### config.mk
export PLATFORM = sky130hd
export DESIGN_NAME = dac_code_reg
export DESIGN_NICKNAME = d
export VERILOG_FILES = /design/src/rtl/dac_code_pkg.sv /design/src/rtl/dac_in_rank.sv /design/src/rtl/dac_out_rank.sv /design/src/rtl/dac_code_reg.sv
export SDC_FILE = /design/constraint.sdc
export NUM_CORES = 1
export LEC_CHECK = 0
export ABC_CLOCK_PERIOD_IN_PS = 1700
export CAP_MARGIN = 20
export CORE_MARGIN = 10
export CORE_UTILIZATION = 47
export DETAILED_ROUTE_END_ITERATION = 8
export GPL_ROUTABILITY_DRIVEN = 0
export PLACE_DENSITY_LB_ADDON = 0.25
export SLEW_MARGIN = 20
export SYNTH_ARGS = -nofsm -noshare
export SYNTH_HDL_FRONTEND = slang
export SYNTH_SLANG_ARGS = --single-unit
export TNS_END_PERCENT = 50
### constraint.sdc
create_clock -name clk -period 1.7 [get_ports clk]
set_clock_uncertainty 0.15 [all_clocks]
set_input_delay 0.17 -clock clk [delete_from_list [all_inputs] [get_ports clk]]
set_output_delay 0.17 -clock clk [all_outputs]
set_load 0.01 [all_outputs]
### src/rtl/dac_code_pkg.sv
package dac_code_pkg;
  localparam int unsigned LO_BITS = 8;
  localparam int unsigned HI_BITS = 4;
  localparam int unsigned CODE_BITS = LO_BITS + HI_BITS;
endpackage

### src/rtl/dac_in_rank.sv
module dac_in_rank #(
  parameter int unsigned W = 8
) (
  input  logic         clk,
  input  logic         clr_n,
  input  logic         en,
  input  logic [W-1:0] d,
  output logic [W-1:0] q,
  output logic [W-1:0] q_next
);
  // clear wins, then write enable, else hold
  always_comb begin
    if (!clr_n)  q_next = '0;
    else if (en) q_next = d;
    else         q_next = q;
  end

  always_ff @(posedge clk) begin
    q <= q_next;
  end
endmodule

### src/rtl/dac_out_rank.sv
module dac_out_rank #(
  parameter int unsigned W = 12
) (
  input  logic         clk,
  input  logic         clr_n,
  input  logic         load,
  input  logic [W-1:0] src,
  output logic [W-1:0] q
);
  always_ff @(posedge clk) begin
    if (!clr_n)    q <= '0;
    else if (load) q <= src;
  end
endmodule

### src/rtl/dac_code_reg.sv
module dac_code_reg
  import dac_code_pkg::*;
#(
  parameter int unsigned LO_W       = LO_BITS,
  parameter int unsigned HI_W       = HI_BITS,
  parameter bit          NARROW_BUS = 1'b0
) (
  input  logic                 clk,
  input  logic                 clr_n,
  input  logic                 wr_n,
  input  logic                 sel_lo_n,
  input  logic                 sel_hi_n,
  input  logic                 ld_n,
  input  logic [LO_W+HI_W-1:0] data_in,
  output logic [LO_W+HI_W-1:0] dac_code
);
  localparam int unsigned CW = LO_W + HI_W;

  logic            lo_en, hi_en;
  logic [HI_W-1:0] hi_src;
  logic [LO_W-1:0] lo_q, lo_next;
  logic [HI_W-1:0] hi_q, hi_next;

  assign lo_en = !wr_n && !sel_lo_n;
  assign hi_en = !wr_n && !sel_hi_n;

  // routing of the high nibble: own lines or shared low lines
  generate
    if (NARROW_BUS) begin : g_narrow
      assign hi_src = data_in[HI_W-1:0];
    end else begin : g_split
      assign hi_src = data_in[CW-1:LO_W];
    end
  endgenerate

  dac_in_rank #(.W(LO_W)) u_lo (
    .clk(clk), .clr_n(clr_n), .en(lo_en),
    .d(data_in[LO_W-1:0]), .q(lo_q), .q_next(lo_next)
  );

  dac_in_rank #(.W(HI_W)) u_hi (
    .clk(clk), .clr_n(clr_n), .en(hi_en),
    .d(hi_src), .q(hi_q), .q_next(hi_next)
  );

  // second rank sees the first rank's next value so a held-low load
  // passes a same-edge write straight through
  dac_out_rank #(.W(CW)) u_out (
    .clk(clk), .clr_n(clr_n), .load(!ld_n),
    .src({hi_next, lo_next}), .q(dac_code)
  );
endmodule

Word-level counts from Yosys, hierarchy flattened --
Cells that the tools add are included.
Word-level totals: bits in latches 0, memories 0, output and inout bits 12, bits in writable memories 0, word-level logic and storage cells 12, register bits 24, bits in read-only memories 0
Operators by class: bitwise logic cells 0, add/sub/neg operators 0, $mul 0, equality and inequality tests 0, order comparisons 0, mux-type cells 4, div/mod/pow operators 0, reductions and logical operators 5, shift operators 0
Operators with widths (count):
- 8-bit two-way mux | 2
- 4-bit two-way mux | 2
- 1-bit zero test | 3
- 1-bit logical AND | 2

Logic depth before layout (Yosys ltp) --
depth in word-level cells 4, mapped depth 3, gate-level depth less buffers 2

By module --
From an unflattened synthesis, not the netlist that was laid out.
Second synthesis, totals: cells, all modules 79, area total of the unflattened synthesis 919.6 µm²
Modules (own cells, without submodules):
- dac_out_rank | seq. area each 240.2 µm², cells each 38, instances 1, area an instance 450.4 µm²
- dac_in_rank (u_lo) | seq. area each 160.2 µm², cells each 25, instances 1, area an instance 301.5 µm²
- dac_in_rank (u_hi) | seq. area each 80.1 µm², cells each 13, instances 1, area an instance 156.4 µm²
- dac_code_reg | seq. area each 0.0 µm², cells each 3, instances 1, area an instance 11.3 µm²

Worst setup path before layout --
OpenSTA, ideal clock, no wires.
path kind input-to-reg, start in wr_n, end reg u_out.q[0], setup time 91 ps, buffers on the path 1, path slack 580 ps, stages on the path 3, arrival time 880 ps, data required time 1459 ps, cells stage by stage buf_6 -> or3b_1 -> a311oi_1
On the way: word-level cells in the longest chain between the ends 4
Ends and longest elaborated chain:
- start: declaration | RTL line dac_code_reg.sv:10 | input logic wr_n,
- 1-bit zero test | RTL line dac_code_reg.sv:24 | assign lo_en = !wr_n && !sel_lo_n;
- 1-bit logical AND | RTL line dac_code_reg.sv:24
- 8-bit two-way mux | RTL line dac_in_rank.sv:14 | else if (en) q_next = d;
- 8-bit two-way mux | RTL line dac_in_rank.sv:13 | if (!clr_n) q_next = '0;
- end signal: assignment | RTL line dac_out_rank.sv:12 | else if (load) q <= src;
- end: declaration | RTL line dac_out_rank.sv:8 | output logic [W-1:0] q
No other way between the ends. A chain may end at the register's enable or synchronous reset.

Worst setup path in the final report --
start reg u_out.q[7], end out dac_code[7]
RTL lines:
- end: declaration | RTL line dac_code_reg.sv:15 | output logic [LO_W+HI_W-1:0] dac_code
No word-level cell between the ends.

==> reports/results.tsv <==
stage	metric	value	unit
worst_setup_path	critical path, cell by cell	clkdlybuf4s50_1	
worst_setup_path	Worst Setup Path Type	reg -> out	
worst_setup_path	RR Startpoint	u_hi.q[3]	
die	Placeable Area	0.001922	mm^2
drt	Vias/cell	5.318	
worst_setup_path	FF-to-FF End	u_out.q[11]	
finish	most frequent cells in the layout	clkdlybuf4s50_1 (29), dfxtp_1 (24)	
drt	DRT iter0 DRCs	12	
logic_synthesis	Mean Syn Cell Area	10.06	um^2
clocking	total CTS buffers	3	
drt	routed wire length on met2	956	um
pwr	power per cell area	783.4	mW/mm^2
drt	DR WL met3	136	um
logic_synthesis	synth unique cells	11	
timing	Worst Setup Slack, final	0.1643	ns
worst_setup_path	Worst Setup Start Kind	flip-flop	
logic_synthesis	XOR/XNOR Fraction of Synth Area	0	
logic_synthesis	Synth Warn #	0	
timing	worst slew pin tran	0.3851	ns
pwr	worst vdd ir	0.5483	mV
drt	Via Count	803	
die	die height	64.63	um
timing	RSZ-0062 raised after global routing	false	
grt	GRT overflow	0	
finish	layout cells sized above 1	0.07258	
timing	Slew Limit Fails	0	
logic_synthesis	largest family of logic cells by synthesized area	compound AO/OA/AOI/OAI gates	
finish	fin util	0.6751	
worst_setup_path	Worst path max stage delay	0.55	ns
die	Die Wd	64.63	um
logic_synthesis	register area share after synthesis	0.5134	
grt	first-pass GRT wire length	3436	um
clocking	post-cts sizing count	0	
drt	M1 WL	937	um
place	Port Buf Inserts	29	
worst_setup_path	CP endpoint	dac_code[7]	
finish	area grow syn2layout	38.64	%
worst_setup_path	CP endpoint kind	primary output	
worst_setup_path	Worst R2R Path Depth	2	
clocking	Worst-Skew Late Latency	0.29	ns
clocking	Setup Buffers After CTS	0	
clocking	Reg clk slew, reported paths	0.12	ns
worst_setup_path	Reg2Reg Setup Slack	0.75	ns
outcome	status	complete, no violations	
drt	top routing layer in use	met4	
die	row cnt	16	
worst_setup_path	Crit. path cell count	1	
clocking	clk sinks	24	
logic_synthesis	post-synthesis mux area share	0	
logic_synthesis	Mapped Cells	93	
clocking	CTS HTree Levels	1	
worst_setup_path	Bufs and invs on worst path	1	
worst_setup_path	Worst path slowest cell	clkdlybuf4s50_1	
drt	Final ANT Viol Nets	0	
worst_setup_path	worst-path maximum fanout	2	
clocking	clk root buf	clkbuf_4	
min_path	WHS Path Cells	2	
logic_synthesis	compound-gate portion of the synthesized area	0.2406	
finish	most common cell after layout, fill and taps aside	clkdlybuf4s50_1	
min_path	HP Class	reg -> reg	
worst_setup_path	origin of the worst setup path	u_out.q[7]	
worst_setup_path	Required @ worst endpoint	1.38	ns
timing	Hold Fails Final Rpt	0	
worst_setup_path	Worst EP arrival	1.22	ns
logic_synthesis	Synth Area in Adders	0	
clocking	CTS max path bufs	2	
finish	nets	144	
grt	antenna violations before repair	0	
place	pre-CTS setup slack	-0.01900	ns
logic_synthesis	Yosys reg bits	24	
die	initial core utilization	0.4870	
timing	Final Critical Period	1.536	ns
clocking	TritonCTS clock tree	built	
clocking	cts hold-fix bufs	0	
timing	fin crit share	0.9033	
drt	Pre-antenna DRT Iters	3	
finish	fill count	171	
finish	ANT cells	0	
grt	largest net degree at the start of global routing	25	
timing	Max Freq	651.2	MHz
drt	final WL	2047	um
pwr	Static Leak	0.0004623	uW
grt	GRT Total Usage	0.09829	
die	top-level port count	30	
min_path	HP Start	u_lo.q[0]	
logic_synthesis	Post-Syn Area	935.9	um^2
drt	DRC	0	
drt	WL/cell	13.56	um
job	max cap viols	0	
timing	relative slew slack	0.7430	
logic_synthesis	Simple-Gate Fraction of Synth Area	0.1925	
worst_setup_path	Top delay family on crit path	buffers and inverters	
logic_synthesis	syn nets	111	
grt	vias in the first global route	799	
timing	Setup-failing EPs final	0	
place	Post-DP HPWL	1569	um
pwr	total power	1016	uW
die	die area	0.004176	mm^2
-- kinds of logic (layout without fill, tap and decap cells) --
family | count (synthesis) | after routing
buf+inv | 9 | 40
simple gates | 24 | 24
compound gates | 36 | 36
flops | 24 | 24
-- Yosys cell counts --
library cell,number,area share
buf_6,2,0.024
clkbuf_2,1,0.0053
a21oi_1,12,0.064
o21ai_0,4,0.021
nor2b_1,12,0.080
o21ai_1,8,0.043
or3b_1,12,0.11
a311oi_1,12,0.11
inv_1,2,0.0080
dfxtp_1,24,0.51
clkbuf_1,4,0.016
-- layout make-up --
cell class	count	area [um^2]	share of cell area
well taps	27	33.78	0.02604
flip-flops and latches	24	480.5	0.3703
inverters	2	7.507	0.005786
multi-input cells	60	405.4	0.3124
repair buffers	35	347.8	0.2681
clock buffers	3	22.52	0.01736
-- flip-flops by register name (all words and copies together), names as in the netlist --
register / count
u_lo.q: 8
u_hi.q: 4
u_out.q: 12
-- metrics by stage --
step                instance area [um^2]  cells  TNS [ns]  hold WS [ns]
floorplan                          935.9     93         0        0.2051
global placement                    1275    148         0        0.3306
detailed placement                  1275    148  -0.01900        0.3460
CTS                                 1297    151         0        0.3625
global route                        1297    151         0        0.3636
finish                              1297    151         0        0.3626
-- report_power, final --
part | internal [uW] | total, uW | switching, uW
logic | 106 | 179 | 73.2
clock network | 82.4 | 232 | 149
registers | 593 | 605 | 12.0
-- metal layers --
layer	up-vias	track usage
met2	17	0.1564
met1	369	0.1147
met3	2	0.03952
met5	-	0
met4	0	0.04011
li1	415	-
-- how the worst min path moves through the flow --
stage | slack, ns | to
finish | 0.36 | u_lo.q[0]
detailed placement | 0.35 | u_hi.q[2]
CTS | 0.36 | u_hi.q[2]
floorplan | 0.21 | u_out.q[0]
global route | 0.36 | u_hi.q[0]
global placement | 0.33 | u_hi.q[1]
Power figures use the tool's default switching activity.
